<file path="src/rtl/art_pkg.sv">
package art_pkg;
  typedef struct packed {
    logic load;
    logic run;
    logic auto_rl;
  } art_ctl_t;
endpackage

</file>
<file path="src/rtl/art_regs.sv">
module art_regs
  import art_pkg::*;
#(
  parameter int W = 16
) (
  input  logic         clk,
  input  logic         rst,
  input  logic         buf_wr,
  input  logic [W-1:0] buf_data,
  input  logic         ctl_wr,
  input  logic         ctl_load,
  input  logic         ctl_run,
  input  logic         ctl_auto,
  input  logic         hw_stop,
  output logic [W-1:0] buf_q,
  output art_ctl_t     ctl_q
);
  always_ff @(posedge clk) begin
    if (rst) begin
      buf_q <= '0;
    end else if (buf_wr) begin
      buf_q <= buf_data;
    end
  end

  // Software write takes precedence over the hardware clear of start.
  always_ff @(posedge clk) begin
    if (rst) begin
      ctl_q <= '0;
    end else if (ctl_wr) begin
      ctl_q.load    <= ctl_load;
      ctl_q.run     <= ctl_run;
      ctl_q.auto_rl <= ctl_auto;
    end else if (hw_stop) begin
      ctl_q.run <= 1'b0;
    end
  end
endmodule

</file>
<file path="src/rtl/art_counter.sv">
module art_counter
  import art_pkg::*;
#(
  parameter int W = 16
) (
  input  logic         clk,
  input  logic         rst,
  input  logic         tick_en,
  input  logic [W-1:0] buf_q,
  input  art_ctl_t     ctl_q,
  output logic [W-1:0] cnt_q,
  output logic         irq_q,
  output logic         hw_stop
);
  localparam logic [W-1:0] ZERO = '0;
  localparam logic [W-1:0] ONE  = {{(W-1){1'b0}}, 1'b1};

  logic step;
  logic at_zero;
  logic expire;

  assign step    = ctl_q.run && tick_en && !ctl_q.load;
  assign at_zero = (cnt_q == ZERO);
  assign expire  = step && at_zero;
  assign hw_stop = expire && !ctl_q.auto_rl;

  always_ff @(posedge clk) begin
    if (rst) begin
      cnt_q <= ZERO;
    end else if (ctl_q.load) begin
      cnt_q <= buf_q;
    end else if (expire) begin
      cnt_q <= ctl_q.auto_rl ? buf_q : ZERO;
    end else if (step) begin
      cnt_q <= cnt_q - ONE;
    end
  end

  always_ff @(posedge clk) begin
    if (rst) begin
      irq_q <= 1'b0;
    end else begin
      irq_q <= expire;
    end
  end
endmodule

</file>
<file path="src/rtl/auto_reload_timer.sv">
module auto_reload_timer
  import art_pkg::*;
#(
  parameter int W = 16
) (
  input  logic         clk,
  input  logic         rst,
  input  logic         tick_en,
  input  logic         buf_wr,
  input  logic [W-1:0] buf_data,
  input  logic         ctl_wr,
  input  logic         ctl_load,
  input  logic         ctl_run,
  input  logic         ctl_auto,
  output logic [W-1:0] count_o,
  output logic         run_o,
  output logic         irq_o
);
  logic [W-1:0] buf_q;
  art_ctl_t     ctl_q;
  logic         hw_stop;
  logic [W-1:0] cnt_q;
  logic         irq_q;

  art_regs #(.W(W)) u_regs (
    .clk      (clk),
    .rst      (rst),
    .buf_wr   (buf_wr),
    .buf_data (buf_data),
    .ctl_wr   (ctl_wr),
    .ctl_load (ctl_load),
    .ctl_run  (ctl_run),
    .ctl_auto (ctl_auto),
    .hw_stop  (hw_stop),
    .buf_q    (buf_q),
    .ctl_q    (ctl_q)
  );

  art_counter #(.W(W)) u_cnt (
    .clk     (clk),
    .rst     (rst),
    .tick_en (tick_en),
    .buf_q   (buf_q),
    .ctl_q   (ctl_q),
    .cnt_q   (cnt_q),
    .irq_q   (irq_q),
    .hw_stop (hw_stop)
  );

  assign count_o = cnt_q;
  assign run_o   = ctl_q.run;
  assign irq_o   = irq_q;
endmodule

</file>
<file path="config.mk">
export PLATFORM = sky130hd
export DESIGN_NAME = auto_reload_timer
export DESIGN_NICKNAME = d
export VERILOG_FILES = /design/src/rtl/art_pkg.sv /design/src/rtl/art_regs.sv /design/src/rtl/art_counter.sv /design/src/rtl/auto_reload_timer.sv
export SDC_FILE = /design/constraint.sdc
export NUM_CORES = 1
export LEC_CHECK = 0
export ABC_AREA = 1
export BUFFER_PORTS_ARGS = -buffer_cell sky130_fd_sc_hd__buf_2
export CAP_MARGIN = 20
export CORE_UTILIZATION = 55
export DETAILED_ROUTE_END_ITERATION = 7
export PLACE_DENSITY = 0.83
export SKIP_CTS_REPAIR_TIMING = 1
export SLEW_MARGIN = 20
export SYNTH_ARGS = -nofsm -noshare
export SYNTH_HDL_FRONTEND = slang
export SYNTH_SLANG_ARGS = --single-unit
export TNS_END_PERCENT = 1
</file>
<file path="constraint.sdc">
create_clock -name clk -period 1.8 [get_ports clk]
set_input_delay 0.09 -clock clk [delete_from_list [all_inputs] [get_ports clk]]
set_output_delay 0.09 -clock clk [all_outputs]
set_load 0.05 [all_outputs]
</file>
## Word level (Yosys, flattened, before mapping)

Index checks and enable logic that the tools add are counted.

| word-level totals | value |
|---|---|
| flip-flop bits (word level) | 36 |
| input port bits | 24 |
| output and inout bits | 18 |
| word-level logic and storage cells | 22 |

| operators by class | value |
|---|---|
| add/sub/neg operators | 1 |
| muxes and demuxes | 6 |
| reduce and logical (&&, ||, !) cells | 9 |

Operators by type and width:

| cell | number |
|---|---|
| $mux W16 | 4 |
| $logic_not A16 Y1 | 1 |
| $sub A16 B1 Y16 const B | 1 |
| $logic_and A1 B1 Y1 | 4 |
| $reduce_bool A3 Y1 | 1 |
| $logic_not A1 Y1 | 2 |
| $mux W1 | 2 |
| $reduce_bool A2 Y1 | 1 |

## Logic depth before layout (Yosys ltp)

Gate-level depths: netlist (run 1).

| logic depth | value |
|---|---|
| depth in word-level cells | 6 |
| depth in mapped cells | 10 |
| gate-level depth less buffers | 10 |

## By module

A second synthesis (run 1) with hierarchy kept.

| second synthesis, totals | value |
|---|---|
| cell total of the unflattened synthesis | 351 |
| area total of the unflattened synthesis | 2172.1 um^2 |

By module, submodules not included:

| module | times used | cells an instance | area an instance (um^2) | seq. area each (um^2) |
|---|---|---|---|---|
| art_counter | 1 | 266 | 1502.7 | 340.3 |
| art_regs | 1 | 85 | 669.4 | 380.4 |

## Least setup slack after synthesis (run 1)

OpenSTA, ideal clock, no wires.

| timing | value |
|---|---|
| path type | reg2reg |
| from | reg u_cnt.cnt_q[0] |
| to | reg u_cnt.cnt_q[12] |
| library setup time | 0.126 ns |
| arrival | 1.594 ns |
| required time | 1.674 ns |
| path slack | 0.081 ns |
| stages on the path, launching flop included | 11 |
| path buffers | 0 |
| period minus slack after synthesis | 1.719 ns |
| cells stage by stage | dfxtp_1 -> inv_1 -> ha_1 -> nand2_1 -> inv_1 -> nand2_1 -> nand2_1 -> nand3_1 -> nand2_1 -> nor2_1 -> nor2_1 |

| between the ends | value |
|---|---|
| longest elaborated chain between the ends | 4 |
| elaborated cells on any way between the ends | 7 |
| classes of those cells | 1 x add/sub; 3 x mux; 3 x reduce/logical |

Ends and longest elaborated chain:

| item | RTL line | text |
|---|---|---|
| from (decl) | art_counter.sv:11 | `output logic [W-1:0] cnt_q,` |
| from (signal assigned) | art_counter.sv:31 | `cnt_q <= buf_q;` |
| from (signal assigned) | art_counter.sv:33 | `cnt_q <= ctl_q.auto_rl ? buf_q : ZERO;` |
| from (signal assigned) | art_counter.sv:35 | `cnt_q <= cnt_q - ONE;` |
| $sub A16 B1 Y16 or $logic_not A16 Y1 (tied branches) | art_counter.sv:35, art_counter.sv:23 |  |
| $mux W16 or $logic_and A1 B1 Y1 (tied branches) | art_counter.sv:34, art_counter.sv:24 |  |
| $mux W16 | art_counter.sv:32 | `end else if (expire) begin` |
| $mux W16 | art_counter.sv:30 | `end else if (ctl_q.load) begin` |

Parallel ways exist; a longest one is shown, timed or not. The select of a mux whose other input is x is not followed.
A chain may end at the register's enable or synchronous reset.

## Worst setup path in the final report (run 1)

| timing | value |
|---|---|
| from | reg u_cnt.cnt_q[4] |
| to | reg u_cnt.cnt_q[10] |

Same word-level chain as after synthesis.

==> flow_summary.yaml, run 1 <==
logic_synthesis:
  synth_edf_count: 0
  synth_xor_area_share_pct: 0.795
  synth.area.mux_share_pct: 0
  synth_commonest_cells: "75 x nand2_1, 54 x nor2_1, 44 x inv_1, 36 x dfxtp_1, 30 x o21ai_0"
  synth_top_area_share_pct: 32.7
  synthAdderAreaFrac_pct: 1.14
  synth_top_family_by_area: "simple AND/OR/NAND/NOR gates"
  yosysTopAreaCell: "dfxtp_1"
  synth_area_per_cell_um2: 6.48
  synth-simple-area-share_pct: 41.0
  syn_nets: 366
  ys_seq_area_share_pct: 32.7
  yosysMostFrequentCell: "nand2_1"
  synth-seq-cells: 36
  synthTopCellsByArea: "dfxtp_1 33%, nand2_1 13%, nor2_1 9.2%"
  yosys_warnings: 0
  synth.distinct_cells: 28
  async_flop_share_pct: 0
  synthesis.area_um2: 2200
  synth_compound_area_share_pct: 13.4
  synth_cells: 340
  yosys_most_used_dff: "dfxtp_1"
grt:
  grt_pass1_wl_mm: 9.43
  grt_pass1_vias: 2054
  gr-usage-all-layers_pct: 28.9
  antenna_found_initial: 0
  grt_max_degree: 20
  grt.overflow.total: 0
power_and_ir_drop:
  seq_power_share_pct: 39.2
  vdd_drop_max_mv: 0.614
  p_sw_share_pct: 39.4
  power_switching_w: 0.000920
  powerDensity_nw_per_um2: 921
  combPwrFrac_pct: 34.4
  clkPwrFrac_pct: 26.3
  p_leak_nw: 1.21
  p_int_w: 0.00142
clock_tree:
  cts_tree: "done"
  clk_path_buf_depth: 2
  cts.clk_slew.worst_paths_ps: 80
  ctsRootBufferMaster: "clkbuf_8"
  clock-sinks: 36
  h-tree-depth: 2
  cts_buffers: 5
  clk_latency_ps: 290
outcome:
  outcome: "complete, no violations"
critical_path:
  path_buf_inv: 0
  cp_cell_sequence: "nor2_1 -> nand2_2 -> nor2_8 -> nand3_4 -> o21ai_2 -> nand2_1 -> a21oi_1"
  path_delay_family: "simple AND/OR/NAND/NOR gates"
  cpPeakStageDelay_ps: 360
  worstSetupStartpointType: "flop"
  r2r-end: "u_cnt.cnt_q[10]$_SDFFE_PP0P_"
  critPathRequiredTime_ps: 2020
  cpMaxStageDelayCell: "dfxtp_1"
  crit_path_end_kind: "flop"
  cp.arrival_ps: 1790
  r2r-start: "u_cnt.cnt_q[4]$_SDFFE_PP0P_"
  ff2ff_setup_slack_ps: 230
  reg2reg_depth: 7
  critical_path_class: "flop to flop"
  critPathMaxFanout: 14
sta:
  fmax_mhz: 637
  layout_min_cycle_time_ps: 1570
  worst_pin_slew_ps: 460
  relSlewSlack_pct: 69.2
  final-hold-violation-count: 0
  setup_violations: 0
  fin_skew_ps: 6.25
  rsz0062_at_grt: "false"
  setup_tns_ps: 0
  hold_ws_ps: 11.7
  period_share_pct: 87.3
  slew_viol_final: 0
min_path:
  whs_endpoint: "u_regs.buf_q[9]$_SDFFE_PP0P_"
  hp-class: "input pin to flop"
  holdPathStages: 3
  hp-start: "buf_data[9]"
route:
  first_pass_iters: 5
  routed_wl_mm: 5.59
  post_drt_wl_per_cell_um: 12.9
  antenna_left: 0
  drt_iter0_markers: 226
  drcViolationCount: 0
  vias_per_cell: 5.41
  vias: 2335
cells_and_area:
  antenna_cells: 0
  syn_to_final_growth_pct: 15.0
  final_nets: 409
  fill_cells: 341
  final_layout_size_suffix_gt1_share_pct: 19.5
die:
  rows: 22
  die_w_um: 65.3
  dieArea_um2: 4270
  core-area_um2: 3740
  start_util_pct: 58.9
  die_y_um: 65.3
  ios: 42
placement:
  gp_congestion: 0.892
  place_hpwl_mm: 4.07
  port_buffers: 41
flow_run:
  cap_violations: 0
-- state kept, by name (all words and copies together) (netlist names) --
register,cells
u_regs.buf_q,16
u_cnt.irq_q,1
u_regs.ctl_q,3
u_cnt.cnt_q,16
-- cell type report --
| class | instances | area [um^2] | share of cell area, % |
|---|---|---|---|
| multi-input combinational | 248 | 1240 | 49.0 |
| sequential | 36 | 721 | 28.4 |
| timing repair buffer | 46 | 243 | 9.57 |
| inverter | 46 | 175 | 6.91 |
| clock buffer | 7 | 86.3 | 3.40 |
| tap | 48 | 60.1 | 2.37 |
| clock inverter | 1 | 7.51 | 0.296 |
-- cell families (layout without fill, tap and decap cells) --
kind of cell	after synthesis	count (layout)
XOR/XNOR	2	2
adder cells (fa/ha/maj)	2	2
buffers and inverters	56	100
AND/OR/NAND/NOR	187	187
AO/OA/AOI/OAI	57	57
flip-flops	36	36
-- per-layer routing --
layer	part of all wire, %	up-vias	global-route usage (%)	routed length [um]
met5	0	-	0	0
met4	1.5	0	10.3	85
met3	7.9	8	6.77	440
met2	45	108	44.8	2520
met1	46	1038	38.9	2550
li1	-	1181	-	-
-- tightest hold or removal path, cell delays in order --
cell	delay, ps
buf_2	70
nor2_1	30
nor2_1	80
-- power groups by stage --
| stage | sequential (W) | clock [W] | combinational [W] |
|---|---|---|---|
| 2_1_floorplan | 0.00101 | 0 | 0.000540 |
| 3_3_place_gp | 0.000931 | 0 | 0.000771 |
| 3_5_place_dp | 0.000932 | 0 | 0.000791 |
| 4_1_cts | 0.000914 | 0.000616 | 0.000797 |
| 5_1_grt | 0.000922 | 0.000663 | 0.000905 |
| 6_report | 0.000916 | 0.000614 | 0.000804 |
-- worst max path at each step --
stage                                      from                            to  slack (ps)  depth (start not counted)
floorplan           u_cnt.cnt_q[0]$_SDFFE_PP0P_  u_cnt.cnt_q[12]$_SDFFE_PP0P_          80                         10
global placement    u_cnt.cnt_q[0]$_SDFFE_PP0P_  u_cnt.cnt_q[12]$_SDFFE_PP0P_         280                         10
detailed placement  u_cnt.cnt_q[0]$_SDFFE_PP0P_  u_cnt.cnt_q[10]$_SDFFE_PP0P_         230                          8
CTS                 u_cnt.cnt_q[0]$_SDFFE_PP0P_  u_cnt.cnt_q[10]$_SDFFE_PP0P_         200                          8
global route        u_cnt.cnt_q[4]$_SDFFE_PP0P_   u_cnt.cnt_q[9]$_SDFFE_PP0P_          20                          7
finish              u_cnt.cnt_q[4]$_SDFFE_PP0P_  u_cnt.cnt_q[10]$_SDFFE_PP0P_         230                          7
-- placed cells by master (no fill, tap or decap), types with 2 or more instances in the layout --
master	netlist	layout
a21oi_1	23	23
nand3_4	3	3
nor3_1	2	2
nand2_1	75	75
nand3_1	26	26
dfxtp_1	36	36
nand4_1	12	12
clkbuf_8	1	6
o22ai_1	2	2
nor2_8	2	2
nor2_4	4	4
o21ai_0	30	30
nand2_2	3	3
buf_2	0	41
inv_1	44	44
xor2_1	2	2
nor2_2	4	4
buf_4	1	5
nor2_1	54	54
-- stage by stage --
stage / instances / util, % / worst slack (ps) / power (W) / area, um^2
CTS: 432 / 67.7 / 204 / 0.00233 / 2530
global placement: 424 / 65.2 / 276 / 0.00170 / 2440
global route: 432 / 67.7 / 22.0 / 0.00249 / 2540
finish: 432 / 67.7 / 229 / 0.00233 / 2540
floorplan: 340 / - / 80.6 / 0.00155 / 2200
detailed placement: 424 / 65.2 / 225 / 0.00172 / 2440
Note: power is estimated with default switching activity, not from simulation.
==> inputs of run 2 (changes only) <==
--- a/config.mk
+++ b/config.mk
@@ -5,12 +5,11 @@
 export SDC_FILE = /design/constraint.sdc
 export NUM_CORES = 1
 export LEC_CHECK = 0
-export ABC_AREA = 1
 export BUFFER_PORTS_ARGS = -buffer_cell sky130_fd_sc_hd__buf_2
 export CAP_MARGIN = 20
-export CORE_UTILIZATION = 55
+export CORE_UTILIZATION = 53
 export DETAILED_ROUTE_END_ITERATION = 7
-export PLACE_DENSITY = 0.83
+export PLACE_DENSITY = 0.82
 export SKIP_CTS_REPAIR_TIMING = 1
 export SLEW_MARGIN = 20
 export SYNTH_ARGS = -nofsm -noshare
==> run 2 against run 1 <==
  * The flow now finishes with violations (negative hold slack, negative setup slack)
  * Synthesized cell count shrank 37%
  * Clock skew up 2.1 ps
  * Fmax shrank 18%
  * Combinational power is 0.9% lower
  * Die area decreased by 12%
  * Core utilization is 9.5 points higher
  * Sequential cell count stayed put
  * Setup slack got worse by 340 ps
  * Sequential power shrank 1%
  * Cell area up 1.6%
  * Largest power group unchanged
  * Highest routed layer unchanged
==> flow_summary.yaml, run 2 <==
outcome:
  outcome: "complete, but fails checks"
  violations: "negative hold slack, negative setup slack"
sta:
  fmax_mhz: 522
  hold_ws_ps: -30.9
  slew_viol_final: 0
  layout_min_cycle_time_ps: 1920
  period_share_pct: 106
  final-hold-violation-count: 5
  rsz0062_at_grt: "true"
  setup_violations: 6
  relSlewSlack_pct: 66.1
  fin_skew_ps: 8.39
  final.setup.worst_slack_ps: -115
  worst_pin_slew_ps: 508
logic_synthesis:
  synth_edf_count: 0
  yosysTopAreaCell: "dfxtp_1"
  synth_top_area_share_pct: 38.8
  async_flop_share_pct: 0
  synth_cells: 213
  synth_commonest_cells: "36 x dfxtp_1, 31 x nor2_1, 19 x mux2i_1, 16 x a21oi_1"
  synthTopCellsByArea: "dfxtp_1 39%, mux2i_1 10%, nor2_1 6.3%"
  synthesis.area_um2: 1860
  yosysMostFrequentCell: "dfxtp_1"
  syn_nets: 239
  yosys_warnings: 0
  ys_seq_area_share_pct: 38.8
  synth.distinct_cells: 50
  synth-seq-cells: 36
  yosys_most_used_dff: "dfxtp_1"
  synth_area_per_cell_um2: 8.73
critical_path:
  startpoint: "u_cnt.cnt_q[0]$_SDFFE_PP0P_"
  crit_path_end_kind: "flop"
  r2r-start: "u_cnt.cnt_q[0]$_SDFFE_PP0P_"
  cp.arrival_ps: 2170
  ff2ff_setup_slack_ps: -120
  worstSetupStartpointType: "flop"
  critPathRequiredTime_ps: 2050
  critPathMaxFanout: 4
  critical_path_class: "flop to flop"
die:
  die_w_um: 61.2
  die_y_um: 61.2
  dieArea_um2: 3750
  start_util_pct: 55.7
  core-area_um2: 3340
  ios: 42
  rows: 21
min_path:
  hp-class: "input pin to flop"
  hp-start: "buf_data[12]"
route:
  vias_per_cell: 5.85
  routed_wl_mm: 5.27
  post_drt_wl_per_cell_um: 15.9
  drcViolationCount: 0
  antenna_left: 0
  drt_iter0_markers: 81
  vias: 1936
  first_pass_iters: 4
clock_tree:
  cts_buffers: 5
  cts_tree: "done"
  cts.clk_slew.worst_paths_ps: 110
  clk_latency_ps: 360
  ctsRootBufferMaster: "clkbuf_4"
  clock-sinks: 36
  clk_path_buf_depth: 2
  h-tree-depth: 2
power_and_ir_drop:
  combPwrFrac_pct: 35.2
  seq_power_share_pct: 39.8
  p_leak_nw: 1.15
  powerDensity_nw_per_um2: 880
  p_int_w: 0.00149
  p_sw_share_pct: 34.2
  power_switching_w: 0.000775
  clkPwrFrac_pct: 25.0
  vdd_drop_max_mv: 0.543
  power_w: 0.00227
flow_run:
  cap_violations: 0
cells_and_area:
  antenna_cells: 0
  top_regs: "u_cnt.cnt_q (16), u_regs.buf_q (16), u_regs.ctl_q (3)"
  syn_to_final_growth_pct: 38.6
  final_layout_size_suffix_gt1_share_pct: 38.9
  final_nets: 310
  stdcell_count: 331
  mostFrequentLayoutCells: "42 x buf_2, 30 x nor2_1, 24 x dfxtp_1, 23 x buf_4, 19 x mux2i_1"
  design_area_um2: 2580
  final_common_cell: "buf_2"
placement:
  dp.cells: 308
  dp_slack_ps: -42.7
  gp_congestion: 0.903
  port_buffers: 41
  dpl_cell_area_um2: 2290
  place_hpwl_mm: 3.67
grt:
  gr-usage-all-layers_pct: 28.4
  antenna_found_initial: 0
  grt.overflow.total: 0
  grt_max_degree: 21
  grt_pass1_wl_mm: 7.60
  grt_pass1_vias: 1658
-- run 2: changes by cell type after synthesis, sizes merged, moves of 19 or more --
cell	delta
inv	-38
nand2	-69
nor2	-32
nand3	-27
o21ai	-19
mux2i	+19
-- run 2: final cells by class --
cell class	count	area, um^2
clock buffers	6	41.3
clock inverters	2	35.0
flip-flops and latches	36	741
fillers	249	761
well taps	46	57.6
multi-input cells	154	1130
inverters	7	33.8
repair buffers	80	539
-- run 2: final timing paths --
kind                            cells after the start                            end
worst max-delay path                                8   u_cnt.cnt_q[12]$_SDFFE_PP0P_
worst min-delay path                                3  u_regs.buf_q[12]$_SDFFE_PP0P_
worst max register to register                      8   u_cnt.cnt_q[12]$_SDFFE_PP0P_
worst min register to register                      1    u_cnt.cnt_q[8]$_SDFFE_PP0P_
-- run 2: routing by layer --
layer | vias up | track usage, % | part of all wire (%)
met4 | 0 | 15.6 | 2.6
met2 | 89 | 45.5 | 49
met3 | 17 | 6.30 | 7.5
met1 | 901 | 35.4 | 41
met5 | - | 0 | 0
li1 | 929 | - | -
-- run 2: worst max-delay path: stages, from the launching register on --
cell and delay (ps):
dfxtp_4 380, inv_6 70, ha_4 130, or3b_4 420
buf_4 170, nor4_1 220, o21ai_0 150, a32oi_1 200
o2bb2ai_1 80
-- run 2: logic make-up (layout without fill, tap and decap cells) --
logic type	Yosys count	in the layout	share of synthesized area, %
AOI/OAI and AO/OA	58	58	21.3
adders and majority gates	2	2	1.35
DFF	36	36	38.8
buffers and inverters	23	95	5.85
and+or+nand+nor	74	74	22.1
muxes	19	19	10.2
xor gates and xnor gates	1	1	0.471
-- run 2: stage by stage --
step           util [%]  hold slack, ps  TNS (ps)
2_1_floorplan         -             226      -302
3_3_place_gp       68.6             322     -7.87
3_5_place_dp       68.6             333      -232
4_1_cts            70.9           -41.9      -626
5_1_grt            77.2            4.11     -1100
6_report           77.2           -30.9      -252
-- run 2: power by group through the flow --
stage / clock, W / sequential [W] / combinational (W)
after global routing: 0.000612 / 0.000908 / 0.000856
after floorplan: 0 / 0.000991 / 0.000415
final: 0.000566 / 0.000903 / 0.000797
after global placement: 0 / 0.000916 / 0.000664
after CTS: 0.000568 / 0.000900 / 0.000683
after detailed placement: 0 / 0.000918 / 0.000681
